### src/rtl/drc_pkg.sv
// Package: shared types for the divided-range column controller.
// Assumes: nothing beyond IEEE 1800-2017 packages.
package drc_pkg;

    // Sequencer phase: waiting for a word, or charging the column.
    typedef enum logic {
        PH_IDLE = 1'b0,
        PH_RUN  = 1'b1
    } phase_e;

endpackage

### src/rtl/drc_sequencer.sv
// Module: drc_sequencer
// Counts the serial charging cycles of one conversion and raises done.
// Assumes: start is only honoured while idle. SER_W >= 1.
module drc_sequencer
    import drc_pkg::*;
#(
    parameter int SER_W = 6
) (
    input  logic clk,
    input  logic rst_n,
    input  logic load_i,
    output logic start_o,
    output logic active_o,
    output logic last_o,
    output logic done_o
);

    localparam int CNT_W = $clog2(SER_W + 1);
    localparam logic [CNT_W-1:0] CNT_FIRST = CNT_W'(SER_W - 1);

    phase_e           phase_q;
    logic [CNT_W-1:0] left_q;
    logic             done_q;

    // Accept a new word only when no conversion is running.
    assign start_o  = load_i && (phase_q == PH_IDLE);
    assign active_o = (phase_q == PH_RUN);
    assign last_o   = active_o && (left_q == '0);
    assign done_o   = done_q;

    // Phase and remaining-bit counter.
    always_ff @(posedge clk) begin
        if (!rst_n) begin
            phase_q <= PH_IDLE;
            left_q  <= '0;
        end else if (start_o) begin
            phase_q <= PH_RUN;
            left_q  <= CNT_FIRST;
        end else if (last_o) begin
            phase_q <= PH_IDLE;
        end else if (active_o) begin
            left_q <= left_q - 1'b1;
        end
    end

    // One-clock done pulse after the final charging cycle.
    always_ff @(posedge clk) begin
        if (!rst_n) begin
            done_q <= 1'b0;
        end else begin
            done_q <= last_o;
        end
    end

    // an accepted load starts a run at the next edge.
    p_start_runs_r1: assert property (@(posedge clk) disable iff (!rst_n)
        start_o |=> active_o);

    // a strobe during a run neither restarts nor stops the count.
    p_load_ignored_r6: assert property (@(posedge clk) disable iff (!rst_n)
        (active_o && !last_o && load_i) |=> (active_o && left_q == $past(left_q) - 1'b1));

    // done lasts one cycle only.
    p_done_single_r5: assert property (@(posedge clk) disable iff (!rst_n)
        done_o |=> !done_o);

    // done is always preceded by the final charging cycle.
    p_done_after_last_r5: assert property (@(posedge clk) disable iff (!rst_n)
        $rose(done_o) |-> ($past(active_o) && !active_o) || start_o || active_o);

endmodule

### src/rtl/drc_shifter.sv
// Module: drc_shifter
// Holds the serial part of the word and presents it LSB first.
// Assumes: load and shift never coincide (sequencer guarantees it).
module drc_shifter #(
    parameter int SER_W = 6
) (
    input  logic             clk,
    input  logic             rst_n,
    input  logic             load_i,
    input  logic             shift_i,
    input  logic [SER_W-1:0] bits_i,
    output logic             bit_o
);

    logic [SER_W-1:0] sh_q;

    // Capture on load, move the next bit into position on each active cycle.
    always_ff @(posedge clk) begin
        if (!rst_n) begin
            sh_q <= '0;
        end else if (load_i) begin
            sh_q <= bits_i;
        end else if (shift_i) begin
            sh_q <= sh_q >> 1;
        end
    end

    assign bit_o = sh_q[0];

endmodule

### src/rtl/drc_ref_decoder.sv
// Module: drc_ref_decoder
// Turns interval index plus current serial bit into one-hot switch enables.
// Assumes: index < 2**IDX_W, so index+1 is always a valid reference.
module drc_ref_decoder #(
    parameter int IDX_W = 2
) (
    input  logic                clk,
    input  logic                rst_n,
    input  logic                active_i,
    input  logic [IDX_W-1:0]    idx_i,
    input  logic                bit_i,
    output logic [(1<<IDX_W):0] ref_en_o
);

    localparam int NUM_REF = (1 << IDX_W) + 1;
    localparam int SEL_W   = IDX_W + 1;

    logic [SEL_W-1:0] sel;

    // Lower bound for a 0 bit, upper bound for a 1 bit.
    assign sel = {1'b0, idx_i} + SEL_W'(bit_i);

    // One comparator per reference switch.
    for (genvar j = 0; j < NUM_REF; j++) begin : g_sw
        assign ref_en_o[j] = active_i && (sel == SEL_W'(j));
    end

    // exactly one switch while charging.
    p_one_switch_r4: assert property (@(posedge clk) disable iff (!rst_n)
        active_i |-> ($countones(ref_en_o) == 1));

    // no switch while idle.
    p_idle_open_r4: assert property (@(posedge clk) disable iff (!rst_n)
        !active_i |-> (ref_en_o == '0));

    // the closed switch lies on a bound of the selected interval.
    p_in_pair_r3: assert property (@(posedge clk) disable iff (!rst_n)
        active_i |-> (((ref_en_o >> idx_i) & NUM_REF'(3)) != '0));

endmodule

### src/rtl/divrange_col_ctrl.sv
// Module: divrange_col_ctrl (top)
// Divided-range column converter controller. The MSBs pick an interval
// between two adjacent references, and the LSBs drive one of the two
// references per charging cycle, LSB first.
// Assumes: synchronous active-low reset; load_i is a level sampled at edges.
module divrange_col_ctrl #(
    parameter int DATA_W = 8,
    parameter int IDX_W  = 2
) (
    input  logic                clk,
    input  logic                rst_n,
    input  logic                load_i,
    input  logic [DATA_W-1:0]   data_i,
    output logic [(1<<IDX_W):0] ref_en_o,
    output logic                charge_o,
    output logic                done_o
);

    localparam int SER_W = DATA_W - IDX_W;

    logic             start;
    logic             active;
    logic             last;
    logic             ser_bit;
    logic [IDX_W-1:0] idx_q;

    drc_sequencer #(.SER_W(SER_W)) u_seq (
        .clk      (clk),
        .rst_n    (rst_n),
        .load_i   (load_i),
        .start_o  (start),
        .active_o (active),
        .last_o   (last),
        .done_o   (done_o)
    );

    drc_shifter #(.SER_W(SER_W)) u_shift (
        .clk     (clk),
        .rst_n   (rst_n),
        .load_i  (start),
        .shift_i (active),
        .bits_i  (data_i[SER_W-1:0]),
        .bit_o   (ser_bit)
    );

    // Interval index latch: written only when a conversion is accepted.
    always_ff @(posedge clk) begin
        if (!rst_n) begin
            idx_q <= '0;
        end else if (start) begin
            idx_q <= data_i[DATA_W-1:SER_W];
        end
    end

    drc_ref_decoder #(.IDX_W(IDX_W)) u_dec (
        .clk      (clk),
        .rst_n    (rst_n),
        .active_i (active),
        .idx_i    (idx_q),
        .bit_i    (ser_bit),
        .ref_en_o (ref_en_o)
    );

    assign charge_o = active;

    // the interval stays fixed between charging cycles of one run.
    p_idx_hold_r2: assert property (@(posedge clk) disable iff (!rst_n)
        (active && !last) |=> $stable(idx_q));

    // outputs are clear the cycle after reset is applied.
    p_reset_clear_r7: assert property (@(posedge clk)
        $past(!rst_n) |-> (ref_en_o == '0 && !charge_o && !done_o));

endmodule

### config.mk
export PLATFORM = sky130hd
export DESIGN_NAME = divrange_col_ctrl
export DESIGN_NICKNAME = d
export VERILOG_FILES = /design/src/rtl/drc_pkg.sv /design/src/rtl/drc_sequencer.sv /design/src/rtl/drc_shifter.sv /design/src/rtl/drc_ref_decoder.sv /design/src/rtl/divrange_col_ctrl.sv
export SDC_FILE = /design/constraint.sdc
export NUM_CORES = 1
export LEC_CHECK = 0
export BUFFER_PORTS_ARGS = -buffer_cell sky130_fd_sc_hd__buf_2
export CORE_AREA = 2 2 39 41
export DETAILED_ROUTE_END_ITERATION = 10
export DIE_AREA = 0 0 41 43
export PLACE_DENSITY_LB_ADDON = 0.15
export RECOVER_POWER = 100
export SYNTH_ARGS = -nofsm -noshare
export SYNTH_HDL_FRONTEND = slang
export SYNTH_SLANG_ARGS = --single-unit
### constraint.sdc
create_clock -name clk -period 2.2 [get_ports clk]
set_input_delay 0 -clock clk [delete_from_list [all_inputs] [get_ports clk]]
set_output_delay 0 -clock clk [all_outputs]
set_load 0.1 [all_outputs]
# Yosys cells after proc, flatten, opt, wreduce, memory -nomap -nowiden
# Cells that the tools add are included.
[op_classes]
order_cmp = 0
mul = 0
bitwise = 3
addsub = 2
shift = 0
muxes = 7
n_reduce_logical = 14
n_div = 0
eq_ne = 5
[op_table]
columns = ["cell", "n"]
rows = [
  ["6-bit two-way mux", 2],
  ["3-bit two-way mux", 3],
  ["1-bit logical AND", 7],
  ["3-bit by 2-bit equality test with 1-bit output, second input constant", 2],
  ["3-bit logical NOT", 2],
  ["2-bit AND reduction", 2],
  ["2-bit nonzero test", 2],
  ["2-bit by 1-bit adder with 3-bit output", 1],
  ["3-bit by 1-bit equality test with 1-bit output, second input constant", 1],
  ["3-bit equality test, second input constant", 1],
  ["1-bit NOT", 3],
  ["3-bit by 1-bit subtractor with 3-bit output, second input constant", 1],
  ["1-bit two-way mux", 2],
  ["2-bit != test, second input constant", 1],
  ["2-bit OR reduction", 1],
]
[totals]
wordCells = 37
ramBits = 0
output_inout_bits = 7
inputBits = 11
register_bits = 13
latchBits = 0
romBits = 0
memories = 0

# Longest topological paths before layout
# Gate-level depths: netlist of the first run.
[logic_depth]
depth_word = 4
depth_mapped = 5
ltp_nobuf = 5

# Modules after synthesis
# Synthesis of the first run repeated with hierarchy kept, for this count alone.
[hier_totals]
cells_unflattened = 64
hier_area_um2 = 686.9
[by_module_without_submodules]
columns = ["module", "seq_area_each_um2", "cells_per_inst", "n_inst", "area_per_inst_um2"]
rows = [
  ["drc_shifter", 120.1, 25, 1, 281.5],
  ["drc_sequencer", 100.1, 23, 1, 236.5],
  ["drc_ref_decoder", 0.0, 10, 1, 96.3],
  ["divrange_col_ctrl", 40.0, 6, 1, 72.6],
]

# Least setup slack after synthesis of the first run
# OpenSTA, ideal clock, no wires.
[synth_timing]
path_type = "register -> output"
startpoint = "register u_seq.phase_q (netlist: u_seq.active_o)"
endpoint = "output ref_en_o[0]"
path_buffers = 1
slack_ps = -1102
arrival_ps = 3302
stages_incl_launch_ff = 4
t_required_ps = 2200
path_cell_list = "dfxtp_1 buf_6 nand2b_1 nor3_1"
[synth_via]
elab_chain_cells = 1
[synth_rtl]
columns = ["item", "line", "rtl"]
rows = [
  ["start, declared", "drc_sequencer.sv:21", "phase_e phase_q;"],
  ["start signal, assigned", "drc_sequencer.sv:34", "phase_q <= PH_IDLE;"],
  ["start signal, assigned", "drc_sequencer.sv:37", "phase_q <= PH_RUN;"],
  ["start signal, assigned", "drc_sequencer.sv:40", "phase_q <= PH_IDLE;"],
  ["1-bit logical AND", "drc_ref_decoder.sv:25", "assign ref_en_o[j] = active_i && (sel == SEL_W'(j));"],
  ["end, declared", "divrange_col_ctrl.sv:14", "output logic [(1<<IDX_W):0] ref_en_o,"],
]
# Every way passes these cells.

# Worst setup path in the final report of the first run
[layout_timing]
startpoint = "register u_shift.sh_q[0]"
endpoint = "output ref_en_o[2]"
[layout_via]
elab_chain_cells = 3
[layout_rtl]
columns = ["item", "line", "rtl"]
rows = [
  ["start, declared", "drc_shifter.sv:15", "logic [SER_W-1:0] sh_q;"],
  ["start signal, assigned", "drc_shifter.sv:22", "sh_q <= bits_i;"],
  ["start signal, assigned", "drc_shifter.sv:24", "sh_q <= sh_q >> 1;"],
  ["2-bit by 1-bit adder with 3-bit output", "drc_ref_decoder.sv:21", "assign sel = {1'b0, idx_i} + SEL_W'(bit_i);"],
  ["3-bit by 2-bit equality test with 1-bit output", "drc_ref_decoder.sv:25", ""],
  ["1-bit logical AND", "drc_ref_decoder.sv:25", ""],
]
# Every way passes these cells.

==> impl_metrics.json, run 1 <==
{
  "cp.required_ns": 2.20,
  "final_common_cell": "dfxtp_1",
  "postRouteAntennaNets": 0,
  "synth.net_count": 85,
  "yosys-top-cells-area": "dfxtp_1 39%, mux2i_1 12%, ha_1 9.3%",
  "synth_top_area_share_pct": 38.8,
  "cpMaxStageDelayCell": "clkbuf_2",
  "netlist.top_cell.by_area": "dfxtp_1",
  "die_x_um": 41,
  "fin_crit_sh_pct": 82.0,
  "critPathMaxStageDelay_ns": 0.46,
  "stdcell_count": 104,
  "hpwlAfterDp_um": 829,
  "cp_num_cells": 6,
  "cts_tree": "built",
  "slew_violations": 0,
  "rsz0062_at_grt": "no",
  "die_h_um": 43,
  "path_class": "reg -> out",
  "routed_wl_mm": 1.08,
  "globalRouteOverflowTotal": 0,
  "synth_flop_cell": "dfxtp_1",
  "cts-htree-levels": 1,
  "met1_usage_pct": 20.8,
  "drc": 0,
  "reg2reg_to": "u_seq.left_q[2]",
  "wire_per_inst_um": 10.3,
  "cp.arrival_ns": 1.80,
  "end_kind": "output port",
  "grt_max_degree": 15,
  "clock_skew_ns": 0.00335,
  "r2r_start": "u_seq.left_q[1]",
  "clockBufferDepth": 2,
  "cts.sinks": 13,
  "endpoint": "ref_en_o[2]",
  "worst-path-max-fanout": 3,
  "dp.cells": 98,
  "ioPinCount": 18,
  "grt_util_met2_pct": 24.7,
  "vias_per_cell": 5.18,
  "slew_headroom_pct": 23.2,
  "tightest_slew_ns": 1.16,
  "root_buffer": "clkbuf_4",
  "num_rows": 14,
  "detailroute.via_count": 539,
  "fin_area_um2": 806,
  "hold_class": "in -> reg",
  "synthArstFlopShare_pct": 0,
  "synth_area_um2": 671,
  "reg2reg_depth": 5,
  "fin_setup_tns_ns": 0,
  "power_uw": 566,
  "yosysSeqAreaShare_pct": 38.8,
  "cts_buffers": 3,
  "synth_edf_count": 0,
  "num-fill-cells": 136,
  "max-vdd-ir-drop_v": 0.000420,
  "coreArea_um2": 1380,
  "outcome": "complete, no violations",
  "yosysUniqueCellTypes": 24,
  "crit_family": "buffers and inverters",
  "p_leak_uw": 0.000380,
  "cp-start-kind": "flip-flop",
  "r2r_slack_ns": 0.88,
  "clk_pin_slew_ns": 0.08,
  "avgSynthCellArea_um2": 9.72,
  "gp_congestion": 0.697,
  "crit_chain": "ha_1 -> ha_1 -> inv_1 -> nand2_1 -> nor2_2 -> clkbuf_2",
  "grt_use_met3_pct": 4.71,
  "area_delta_synth_final_pct": 20.1,
  "drt_first_pass_iters": 2,
  "max_freq_mhz": 554,
  "port_buffers": 17,
  "cp-startpoint": "u_shift.sh_q[0]",
  "dpl_cell_area_um2": 769,
  "finalHoldViolations": 0,
  "clock_latency_ns": 0.27,
  "cap_violations": 0,
  "grt_pass1_vias": 481,
  "setup_viol": 0,
  "start_util_pct": 48.5,
  "drt_iter0_drc": 1,
  "layout-drive-gt1-share_pct": 30.7,
  "ys_warn_count": 0,
  "powerDensity_nw_per_um2": 703,
  "fin_crit_ns": 1.80,
  "path_buf_inv": 2,
  "fin_nets": 105,
  "critical_path.most_common_cell": "ha_1",
  "mostFrequentLayoutCells": "13 x dfxtp_1, 10 x buf_2, 8 x mux2i_1",
  "grt_first_pass_wirelength_mm": 1.95,
  "synth_cells": 69,
  "top_usage_layer": "met2",
  "diodes": 0,
  "grt_use_total_pct": 16.2,
  "ys_seq_elements": 13,
  "antenna_found_initial": 0,
  "dieArea_um2": 1760
}
==> where the power goes <==
group          internal (uW)  switching [uW]  total [uW]
combinational           53.9            98.0         152
sequential               256            14.3         271
clock                   70.1            73.7         144
total                    380             186         566
==> state kept, by name, indices dropped and copies added (netlist names) <==
name and flops:
u_seq.left_q 3, u_seq.active_o 1, u_shift.sh_q 6, idx_q 2, u_seq.done_o 1
==> stage by stage <==
step	hold WS, ns	setup WS (ns)	util, %
2_1_floorplan	0.153	-0.307	-
3_3_place_gp	0.264	0.780	55.6
3_5_place_dp	0.273	0.724	55.6
4_1_cts	0.0140	0.422	59.0
5_1_grt	0.0297	0.236	58.2
6_report	0.0227	0.396	58.2
==> worst register-to-register path: stages (launching register included) <==
cell,delay [ns]
dfxtp_1,0.30
inv_1,0.08
ha_1,0.15
ha_1,0.24
mux2_2,0.35
a21oi_1,0.13
==> synthesized netlist by cell type, types with 2 or more instances <==
cell type and count:
buf_6 2, nor3_1 3, a21oi_1 6, and3_1 2
nor2b_1 2, o21ai_0 5, inv_1 5, dfxtp_1 13
mux2i_1 8, nand2_1 3, ha_1 5, mux2_2 2
nor2_1 2
==> worst min-delay path by stage <==
stage	start	end	slack (ns)	cells after the start
final	data_i[4]	u_shift.sh_q[4]	0.02	3
after global placement	data_i[7]	idx_q[1]	0.26	3
after floorplan	rst_n	u_seq.done_o	0.15	1
after global routing	data_i[4]	u_shift.sh_q[4]	0.03	3
after CTS	data_i[4]	u_shift.sh_q[4]	0.01	3
after detailed placement	data_i[6]	idx_q[0]	0.27	3
==> cell type report <==
class	instances	area [um2]	share of cell area, %
inverters	5	18.8	2.33
multi-input cells	47	378	46.9
well taps	16	20.0	2.48
flip-flops and latches	13	260	32.3
clock buffers	4	26.3	3.26
repair buffers	19	103	12.7
==> logic make-up after synthesis <==
family	Yosys count	share of synthesized area, %
simple gates	16	14.2
mux	10	15.3
fa+ha+maj	5	9.33
buf+inv	9	7.65
xor+xnor	1	1.31
flops	13	38.8
compound gates	15	13.4
==> timing repair <==
action / CTS / global route
gates resized for setup: 0 / 0
hold buffers: 2 / 0
hold endpoints to repair: 2 / 0
setup buffers: 0 / 0
==> metal layers <==
metal | up-vias | routed length, um
met4 | 0 | 0
met1 | 252 | 484
li1 | 277 | -
met2 | 10 | 543
met3 | 0 | 47
met5 | - | 0
Power figures use the tool's default switching activity.
==> run 2: changes to the inputs <==
Settings changed: CORE_AREA 2 2 39 41 to not set, CORE_UTILIZATION set to 44, DIE_AREA 0 0 41 43 to not set.
Clock period 2.2 ns to 1.5 ns, I/O delays scaled along.
==> run 2 against run 1 <==
Net effect: the run now ends with negative setup slack left; combinational power up 81%; hold slack worse by 0.013 ns; final area up 22%; clock-buffer cell count unchanged; largest cell class unchanged; largest power group unchanged.
==> impl_metrics.json, run 2 (synthesis results as in run 1) <==
{
  "area_delta_synth_final_pct": 46.5,
  "cap_violations": 0,
  "finalHoldViolations": 0,
  "fin_area_um2": 982,
  "root_buffer": "clkbuf_4",
  "comb_power_share_pct": 30.6,
  "final.setup.worst_slack_ns": -0.00338,
  "crit_family": "simple AND/OR/NAND/NOR gates",
  "grt_first_pass_wirelength_mm": 1.93,
  "grt_max_degree": 15,
  "ioPinCount": 18,
  "crit_chain": "ha_4 -> nand2b_4 -> nor3_4 -> buf_12",
  "rsz0062_at_grt": "yes",
  "cpMaxStageDelayCell": "dfxtp_2",
  "fin_nets": 105,
  "cp-startpoint": "idx_q[0]",
  "num_rows": 13,
  "postRouteAntennaNets": 0,
  "cts_buffers": 3,
  "p_sw_uw": 302,
  "cts-htree-levels": 1,
  "cts_tree": "built",
  "dieArea_um2": 1680,
  "fin_crit_sh_pct": 100,
  "reg.largest.list": "u_shift.sh_q (6), u_seq.left_q (3), idx_q (2)",
  "max-vdd-ir-drop_v": 0.000673,
  "largest_register_ffs": 6,
  "end_kind": "output port",
  "p_sw_share_pct": 33.6,
  "path_buf_inv": 1,
  "die_h_um": 41.0,
  "layout-drive-gt1-share_pct": 45.5,
  "hpwlAfterDp_um": 927,
  "cp.required_ns": 1.50,
  "vias_per_cell": 5.08,
  "r2r_slack_ns": 0.15,
  "pwr-share-clk_pct": 24.1,
  "violations": "negative setup slack",
  "endpoint": "ref_en_o[4]",
  "cts_setup_buffers": 0,
  "grt_pass1_vias": 446,
  "fin_crit_ns": 1.50,
  "drt_iter0_drc": 5,
  "drc": 0,
  "start_util_pct": 49.1,
  "utilization_pct": 71.9,
  "setup_viol": 1,
  "regMostFlops": "u_shift.sh_q",
  "clock_latency_ns": 0.28,
  "powerDensity_nw_per_um2": 913,
  "critPathMaxStageDelay_ns": 0.35,
  "holdWs_ns": 0.00989,
  "slew_violations": 0,
  "antenna_found_initial": 0,
  "pwr-share-seq_pct": 45.2,
  "hold_class": "in -> reg",
  "dpl_cell_area_um2": 877,
  "reg2reg_depth": 5,
  "clk_pin_slew_ns": 0.07,
  "coreArea_um2": 1370,
  "slew_headroom_pct": 68.1,
  "outcome": "finished, violations left",
  "gp_congestion": 0.682,
  "clock_skew_ns": 0.00117,
  "cp-start-kind": "flip-flop",
  "r2r_start": "u_seq.left_q[0]",
  "wire_per_inst_um": 12.2,
  "cts.sinks": 13,
  "drt_first_pass_iters": 2,
  "cp.arrival_ns": 1.50,
  "port_buffers": 17,
  "fin_setup_tns_ns": -0.00338,
  "internal_power_uw": 596,
  "die_x_um": 41.0,
  "final_common_cell": "buf_2",
  "p_leak_uw": 0.000406,
  "path_class": "reg -> out",
  "cp_num_cells": 4,
  "globalRouteOverflowTotal": 0,
  "clockBufferDepth": 2,
  "diodes": 0,
  "reg2reg_to": "u_seq.left_q[1]",
  "mostFrequentLayoutCells": "12 x buf_2, 10 x dfxtp_1, 8 x mux2i_1",
  "routed_wl_mm": 1.26,
  "max_freq_mhz": 665,
  "tightest_slew_ns": 0.482,
  "detailroute.via_count": 523,
  "dp_slack_ns": 0.138,
  "worst-path-max-fanout": 3,
  "grt_use_total_pct": 18.8
}
==> run 2: worst min path at each step <==
| stage | startpoint | depth (start not counted) | slack, ns | end |
|---|---|---|---|---|
| 5_1_grt | data_i[1] | 3 | 0.01 | u_shift.sh_q[1] |
| 6_report | data_i[1] | 3 | 0.01 | u_shift.sh_q[1] |
| 2_1_floorplan | rst_n | 1 | 0.15 | u_seq.done_o |
| 4_1_cts | data_i[3] | 3 | 0.02 | u_shift.sh_q[3] |
| 3_3_place_gp | data_i[6] | 3 | 0.26 | idx_q[0] |
| 3_5_place_dp | data_i[6] | 3 | 0.28 | idx_q[0] |
==> run 2: power by group through the flow <==
stage	Combinational, uW	Sequential (uW)	Clock, uW
2_1_floorplan	189	425	0
3_3_place_gp	258	407	0
3_5_place_dp	263	409	0
4_1_cts	270	404	221
5_1_grt	299	412	240
6_report	275	406	216
==> run 2: metal layers <==
metal  part of all wire (%)  wire length, um  vias up  global-route usage (%)
li1                       -                -      279                       -
met1                     49              612      229                    21.8
met5                      0                0        -                       0
met2                     46              572       11                    28.9
met3                    4.1               51        4                    9.78
met4                    1.5               19        0                    7.50
==> run 2: cell type report <==
cell class | instances | area, um2
clock buffers | 4 | 26.3
fillers | 97 | 384
inverters | 5 | 18.8
multi-input cells | 47 | 469
flip-flops and latches | 13 | 269
well taps | 15 | 18.8
repair buffers | 19 | 180
==> run 2: tightest hold or removal path, stage by stage <==
cell	delay [ns]
buf_2	0.08
mux2i_1	0.05
a21oi_1	0.12
==> run 2: metrics by stage <==
step,std cells,total power [uW]
after floorplan,69,613
after global placement,97,665
after detailed placement,97,672
after CTS,103,895
after global routing,103,951
final,103,897
==> run 2: timing repair <==
item / CTS / global route
gates cloned: 0 / 0
pin swaps: 2 / 3
hold buffers: 2 / 0
endpoints found under the setup margin: 5 / 5
endpoints found under the hold margin: 2 / 0
gates resized for setup: 8 / 5
